===== src/rtl/cfg_chk_pkg.sv =====
package cfg_chk_pkg;
  typedef enum logic [1:0] {ST_RUN, ST_TERM, ST_FIN} trk_st_e;

  localparam logic [1:0] TYPE_DONE = 2'd3;
  localparam logic [7:0] SUM_GOOD  = 8'hFF;

  typedef struct packed {
    logic ok;
    logic csum_bad;
    logic fmt_bad;
    logic trunc;
  } end_evt_t;
endpackage


===== src/rtl/cfg_term_fsm.sv =====
module cfg_term_fsm
  import cfg_chk_pkg::*;
(
  input  logic       clk_i,
  input  logic       rst_ni,
  input  logic       clr_i,
  input  logic       vld_i,
  input  logic       sor_i,
  input  logic       eod_i,
  input  logic [7:0] byte_i,
  input  logic [7:0] sum_nxt_i,
  output logic       acc_o,
  output end_evt_t   evt_o
);
  trk_st_e st_q, st_d;

  always_comb begin
    st_d  = st_q;
    acc_o = 1'b0;
    evt_o = '0;
    unique case (st_q)
      ST_RUN: begin
        if (eod_i) begin
          evt_o.trunc = 1'b1;
          st_d        = ST_FIN;
        end else if (vld_i) begin
          acc_o = 1'b1;
          if (sor_i && byte_i[1:0] == TYPE_DONE) begin
            if (byte_i[7:2] != '0) begin
              evt_o.fmt_bad = 1'b1;
              st_d          = ST_FIN;
            end else begin
              st_d = ST_TERM;
            end
          end
        end
      end
      ST_TERM: begin
        if (eod_i) begin
          evt_o.trunc = 1'b1;
          st_d        = ST_FIN;
        end else if (vld_i) begin
          acc_o = 1'b1;
          if (sum_nxt_i == SUM_GOOD) evt_o.ok       = 1'b1;
          else                       evt_o.csum_bad = 1'b1;
          st_d = ST_FIN;
        end
      end
      default: ;
    endcase
  end

  always_ff @(posedge clk_i or negedge rst_ni) begin
    if (!rst_ni)    st_q <= ST_RUN;
    else if (clr_i) st_q <= ST_RUN;
    else            st_q <= st_d;
  end


  fin_hold_chk: assert property (@(posedge clk_i) disable iff (!rst_ni)
    (st_q == ST_FIN && !clr_i) |=> st_q == ST_FIN);


  one_end_chk: assert property (@(posedge clk_i) disable iff (!rst_ni)
    $onehot0(evt_o));
endmodule


===== config.mk =====
export PLATFORM = sky130hd
export DESIGN_NAME = cfg_term_fsm
export DESIGN_NICKNAME = d
export VERILOG_FILES = /design/src/rtl/cfg_chk_pkg.sv /design/src/rtl/cfg_term_fsm.sv
export SDC_FILE = /design/constraint.sdc
export NUM_CORES = 1
export LEC_CHECK = 0
export ABC_AREA = 1
export CAP_MARGIN = 25
export CORE_AREA = 3 3 40 42
export DETAILED_ROUTE_END_ITERATION = 6
export DIE_AREA = 0 0 43 45
export HOLD_SLACK_MARGIN = 0.05
export PLACE_DENSITY = 0.71
export SLEW_MARGIN = 20
export SYNTH_ARGS = -nofsm -noshare
export SYNTH_HDL_FRONTEND = slang
export SYNTH_SLANG_ARGS = --single-unit

===== constraint.sdc =====
create_clock -name clk_i -period 1.3 [get_ports clk_i]
set_input_delay 0.325 -clock clk_i [delete_from_list [all_inputs] [get_ports clk_i]]
set_output_delay 0.325 -clock clk_i [all_outputs]
set_load 0.01 [all_outputs]

### Yosys cells after proc, flatten, opt, wreduce, memory -nomap -nowiden

Index checks and enable logic that the tools add are counted.

* flip-flop bits (word level): 2
* input bits: 22
* output and inout bits: 5

* eq/ne operators: 6
* muxes and demuxes: 23
* reduce and logical (&&, ||, !) cells: 6

Operator list (number)
* 2-bit two-way mux: 10
* 1-bit two-way mux: 12
* 4-bit inequality test (second input constant): 3
* 8-bit equality test (second input constant): 1
* 6-bit nonzero test: 1
* 2-bit one-hot mux with 2 select lines: 1
* 4-bit AND reduction: 1
* 3-bit nonzero test: 1
* 2-bit by 1-bit equality test with 1-bit output (second input constant): 1
* 2-bit equality test (second input constant): 1
* 2-bit zero test: 1
* 2-bit OR reduction: 1
* 1-bit logical AND: 1

### Logic depth before layout (Yosys ltp)

Gate-level depths: netlist of the first run.

* depth after elaboration: 7
* gate-level depth with buffers: 7
* depth with buffers taken out: 7

### Least setup slack after synthesis of the first run

OpenSTA, ideal clock, no wires.

* kind: register to output
* start point: register st_q[1]
* end point: output evt_o[1] (netlist bit)
* arrival time: 1038 ps
* slack: -63 ps
* cell stages (with the launch flop): 4
* path buffers: 0
* cells stage by stage: dfrtp_1 nor3_2 nand2_1 nor3b_2

RTL lines
* start, declared: line cfg_term_fsm.sv:15 `trk_st_e st_q, st_d;`
* start signal, assigned: line cfg_term_fsm.sv:56 `else st_q <= st_d;`
* end, declared: line cfg_term_fsm.sv:13 `output end_evt_t evt_o`

==> results.md, run 1 <==
- Status: complete, but fails checks
- Failing checks: negative setup slack
- Placed Area: 644.4 um^2
- CP startpoint: st_q[1]$_DFFE_PN0P_
- Post-synth ARST share: 1.000
- Data arrival time of the critical path: 1.25 ns
- Setup TNS: -1.051 ns
- Post-synth cell types: 11
- Initial Utilization: 0.2064
- Gr ovfl total: 0
- #FFs+latches synth: 2
- Reg2reg setup slack: 0.10 ns
- Ports: 27
- Top reg by flops: st_q
- Area contributors post-synth: nand2_1, nor2_1, dfrtp_1
- Largest net degree at the start of global routing: 6
- First-pass GRT wire length: 1683 um
- Root buf cell: clkbuf_4
- EDFF count, synth: 0
- IO Port Bufs: 26
- Cell area after layout: 691.9 um^2
- Slew Limit Fails: 0
- Die Area: 1935 um^2
- Drc violations: 0
- Yosys top cell area share: 0.2264
- FF-to-FF Start: st_q[1]$_DFFE_PN0P_
- Sw Share: 0.3553
- Reg2reg end: st_q[1]$_DFFE_PN0P_
- Seq pwr share: 0.169
- Largest area contributor in the netlist: nand2_1
- Routed Antenna Nets: 0
- Die Y: 45 um
- R2R depth: 9
- Comb power frac: 0.589
- Primary FF master, synth: dfrtp_1
- Total GRT Usage: 0.1165
- CTS tree: yes
- Setup crit start kind: flip-flop
- Crit share post-route: 1.213
- Nets: 118
- Fin worst setup slack: -0.2766 ns
- Total power draw: 563.8 uW
- Clock share of power: 0.242
- Rel. slew slack: 0.8924
- Syn Nets: 73
- Placeable Area: 1285 um^2
- Chip Width: 43 um
- Final min period: 1.577 ns
- Reg clk slew, reported paths: 0.03 ns
- F_max: 634.3 MHz
- # rows: 13
- Switch Pwr: 200.3 uW
- H-tree Lvls: 1
- Clk buf depth: 2
- Worst setup path endpoint: evt_o[2]
- Register area share after synthesis: 0.1887
- Clock Latency Late Sink: 0.23 ns
- Mapped Area: 265.3 um^2
- Fraction of layout cells with a size suffix above 1: 0.3723
- Leakage: 0.3805 nW
- Max FFs per register: 2
- Vias after detailed routing: 460
- Vias/cell: 4.220
- Final setup viols: 5
- Gpl congestion: 0.7857
- Syn-to-layout area delta: 160.8%
- Max Cap Viol: 0
- Number of global-route vias before repair: 437
- Cells after Synth: 51
- N_diodes: 0
- Critical Path Fanout Max: 3
- Final setup skew: 0.004804 ns
- Worst VDD drop: 0.4384 mV
- Wirelength per Cell: 9.752 um
- Critical Path RT: 0.98 ns
- PD cells: 814.8 nW/um^2
- Critical path class: reg2out
- Finished Core Util: 0.5385
- Number of CTS-inserted buffers: 3
- DRT iter0 DRCs: 1
- Detailed Routing Iterations Pass 1: 2
- Final Hold Vio Count: 0
- Synth cell count leaders: nand2_1, nor2_1, nand3_1
- Most numerous cell in the Yosys netlist: nand2_1
- Hpwl dp: 894.8 um
- Yosys warns: 0
- Hold Crit Class: in2async
- Syn Area/Cell: 5.201 um^2
- Worst Tran Pin Value: 0.1609 ns
- Largest regs: st_q: 2 flops
- Hold slack: 0.2655 ns
- Initial antenna violation count: 0
- Wirelength, routed: 1063 um
- P_int: 363.5 uW
- Crit end category: output pin
- RSZ-0062 raised after global routing: true
- Num Clock Sinks: 2
-- logic make-up (layout without fill, tap and decap cells) --
| family | count (synthesis) | count (layout) | synth area share |
|---|---|---|---|
| DFF | 2 | 2 | 0.1887 |
| AOI/OAI and AO/OA | 2 | 2 | 0.03774 |
| and+or+nand+nor | 42 | 42 | 0.7028 |
| buffers and inverters | 5 | 48 | 0.07072 |
-- area by class of cell --
| class | instances | area [um^2] |
|---|---|---|
| fillers | 146 | 593.1 |
| repair buffers | 40 | 342.8 |
| multi-input cells | 44 | 239.0 |
| flip-flops and latches | 2 | 50.05 |
| clock buffers | 3 | 22.52 |
| inverters | 5 | 18.77 |
| well taps | 15 | 18.77 |
-- what timing repair did --
action | CTS | global route
pin swaps | 10 | 11
endpoints found under the setup margin | 7 | 7
hold buffers | 0 | 0
buffers inserted | 0 | 3
resized for setup | 35 | 9
-- stage by stage --
step	cells	worst slack, ns
after floorplan	51	-0.01970
after global placement	104	-0.8152
after detailed placement	104	-0.8314
after CTS	107	-0.2671
after global routing	109	-0.3561
final	109	-0.2766
-- worst min-delay path by stage --
stage                                     end  startpoint  slack [ns]  cells past startpoint
after floorplan           st_q[0]$_DFFE_PN0P_      rst_ni        0.03                      0
after global placement    st_q[0]$_DFFE_PN0P_      rst_ni        0.49                      1
after detailed placement  st_q[1]$_DFFE_PN0P_      rst_ni        0.50                      1
after CTS                 st_q[0]$_DFFE_PN0P_      rst_ni        0.26                      1
after global routing      st_q[0]$_DFFE_PN0P_      rst_ni        0.26                      1
final                     st_q[0]$_DFFE_PN0P_      rst_ni        0.27                      1
-- routing by layer --
layer | up-vias | wire [um] | track usage | share of wire
met3 | 3 | 100 | 0.03586 | 0.094
li1 | 246 | - | - | -
met5 | - | 0 | 0 | 0
met2 | 16 | 541 | 0.2216 | 0.51
met4 | 0 | 23 | 0.07229 | 0.022
met1 | 195 | 398 | 0.1082 | 0.37
-- cells in the final DEF (no fill, tap or decap), types with 3 or more instances in the layout --
cell type / synthesis / routed
clkbuf_4: 0 / 3
nor2_1: 15 / 11
nor2_2: 1 / 3
nand3_1: 7 / 6
nand2_1: 16 / 15
buf_2: 0 / 4
buf_4: 0 / 13
inv_1: 4 / 3
clkdlybuf4s50_1: 0 / 9
dlygate4sd2_1: 0 / 10
-- power by group through the flow --
stage / Combinational, mW / Sequential, mW / Clock (mW)
after floorplan: 0.112 / 0.103 / 0
after global placement: 0.291 / 0.0950 / 0
after detailed placement: 0.295 / 0.0970 / 0
after CTS: 0.284 / 0.0967 / 0.145
after global routing: 0.366 / 0.0986 / 0.154
final: 0.332 / 0.0955 / 0.136
-- critical path: stages (launching register included) --
cell     delay, ns
dfrtp_1       0.40
nor3_4        0.22
buf_4         0.15
nand2_4       0.04
a21oi_2       0.08
buf_2         0.13
(Power assumes the default switching activity.)
==> run 2: changes to the inputs <==
Settings changed: PLACE_DENSITY 0.71 to 0.59.
==> run 2 against run 1 <==
Against the previous run: the flow still finishes with violations (negative setup slack); highest routed layer is now met3; critical endpoint is now evt_o[1]; critical path type is now in2out; clock power is essentially flat; power shrank 2.9%; sequential power shrank 3.2%.
==> results.md, run 2 (synthesis results as in run 1) <==
- Status: complete, but fails checks (unchanged)
- Failing checks: negative setup slack (unchanged)
- Die Area: 1935 um^2 (unchanged)
- Most common cell after layout, fill and taps aside: nand2_1 (unchanged)
- Leakage: 0.3634 nW (was 0.3805 nW)
- Worst VDD drop: 0.7088 mV (was 0.4384 mV)
- Fraction of layout cells with a size suffix above 1: 0.3750 (was 0.3723)
- Nets: 120 (was 118)
- Gpl congestion: 0.7485 (was 0.7857)
- Fin worst setup slack: -0.1968 ns (was -0.2766 ns)
- # rows: 13 (unchanged)
- Hpwl dp: 885.2 um (was 894.8 um)
- Placeable Area: 1285 um^2 (unchanged)
- Routed Antenna Nets: 0 (unchanged)
- Critical path class: in2out (was reg2out)
- PD cells: 800.0 nW/um^2 (was 814.8 nW/um^2)
- Max FFs per register: 2 (unchanged)
- Syn-to-layout area delta: 158.0% (was 160.8%)
- Fin cells: 111 (was 109)
- RSZ-0062 raised after global routing: true (unchanged)
- Vias after detailed routing: 461 (was 460)
- Gr ovfl total: 0 (unchanged)
- Clk buf depth: 2 (unchanged)
- Final setup viols: 5 (unchanged)
- Final Hold Vio Count: 0 (unchanged)
- Ports: 27 (unchanged)
- IO Port Bufs: 26 (unchanged)
- Setup TNS: -0.6129 ns (was -1.051 ns)
- DP Worst Slack: -0.8432 ns (was -0.8314 ns)
- Wirelength per Cell: 9.865 um (was 9.752 um)
- Hold slack: 0.2605 ns (was 0.2655 ns)
- First-pass GRT wire length: 1800 um (was 1683 um)
- Number of CTS-inserted buffers: 3 (unchanged)
- Top reg by flops: st_q (unchanged)
- Total power draw: 547.5 uW (was 563.8 uW)
- Final min period: 1.497 ns (was 1.577 ns)
- Root buf cell: clkbuf_4 (unchanged)
- Reg clk slew, reported paths: 0.03 ns (about the same)
- Max Cap Viol: 0 (unchanged)
- Num Clock Sinks: 2 (unchanged)
- Chip Width: 43 um (unchanged)
- Cell area after layout: 684.4 um^2 (was 691.9 um^2)
- F_max: 668.1 MHz (was 634.3 MHz)
- Final setup skew: 0.003721 ns (was 0.004804 ns)
- Crit share post-route: 1.151 (was 1.213)
- Vias/cell: 4.153 (was 4.220)
- Most frequent cells in the layout: nand2_1, buf_4, dlygate4sd2_1 (was nand2_1, buf_4, nor2_1)
- Data arrival time of the critical path: 1.17 ns (was 1.25 ns)
- Hold Crit Class: in2async (unchanged)
- Finished Core Util: 0.5326 (was 0.5385)
- Critical Path Fanout Max: 2 (was 3)
- Initial antenna violation count: 0 (unchanged)
- Placed Area: 651.9 um^2 (was 644.4 um^2)
- Setup crit start kind: primary input (was flip-flop)
- Largest regs: st_q: 2 flops (unchanged)
- Drc violations: 0 (unchanged)
- Rel. slew slack: 0.8903 (was 0.8924)
- Number of global-route vias before repair: 451 (was 437)
- Crit end category: output pin (unchanged)
- H-tree Lvls: 1 (unchanged)
- Detailed Routing Iterations Pass 1: 4 (was 2)
- Total placed cells including tap cells: 105 (was 104)
- Total GRT Usage: 0.1218 (was 0.1165)
- Slew Limit Fails: 0 (unchanged)
- Initial Utilization: 0.2064 (unchanged)
- # hold bufs at CTS: 0 (unchanged)
- Critical Path RT: 0.98 ns (about the same)
- Wirelength, routed: 1095 um (was 1063 um)
- Die Y: 45 um (unchanged)
- Clock Latency Late Sink: 0.23 ns (about the same)
- Largest net degree at the start of global routing: 6 (unchanged)
- DRT iter0 DRCs: 5 (was 1)
- N_diodes: 0 (unchanged)
- Worst Tran Pin Value: 0.1640 ns (was 0.1609 ns)
- CTS tree: yes (unchanged)
-- run 2: changes by cell type in the layout (fill, tap and decap cells not counted), sizes merged --
cell           before  now
clkdlybuf4s50       9    5
buf                19   21
dlymetal6s2s        2    0
dlygate4sd2        10   14
clkdlybuf4s15       0    2
-- run 2: critical path, stage by stage --
cell and delay (ns):
clkdlybuf4s50_1 0.47, nand3_2 0.09, nor3b_2 0.14, buf_2 0.14
-- run 2: what timing repair did --
item,in CTS,in global routing
pin swaps,15,1
endpoints found under the setup margin,7,7
buffers inserted,3,0
gates resized for setup,45,2
-- run 2: area by class of cell --
cell class	instances	area, um^2
Tap cell	15	18.77
Sequential cell	2	50.05
Fill cell	145	600.6
Inverter	5	18.77
Timing Repair Buffer	42	347.8
Multi-Input combinational cell	44	226.5
Clock buffer	3	22.52
-- run 2: path summary, 6_finish.rpt --
kind | from | endpoint | slack [ns] | depth (start not counted)
max in group asynchronous | rst_ni | st_q[1]$_DFFE_PN0P_ | 0.92 | 1
min reg2reg | st_q[0]$_DFFE_PN0P_ | st_q[0]$_DFFE_PN0P_ | 0.74 | 5
max | byte_i[0] | evt_o[1] | -0.20 | 4
min in group clk_i | vld_i | st_q[1]$_DFFE_PN0P_ | 0.72 | 7
min | rst_ni | st_q[0]$_DFFE_PN0P_ | 0.26 | 1
max reg2reg | st_q[1]$_DFFE_PN0P_ | st_q[0]$_DFFE_PN0P_ | 0.14 | 8
-- run 2: report_power, final --
group          internal, mW  switching (mW)  total [mW]
sequential           0.0784          0.0140      0.0924
clock                 0.102          0.0363       0.138
combinational         0.176           0.141       0.317
-- run 2: routing by layer --
layer	routed length (um)	global-route usage
met5	0	0
met4	0	0.07229
met3	94	0.01992
met2	510	0.1946
met1	490	0.1550
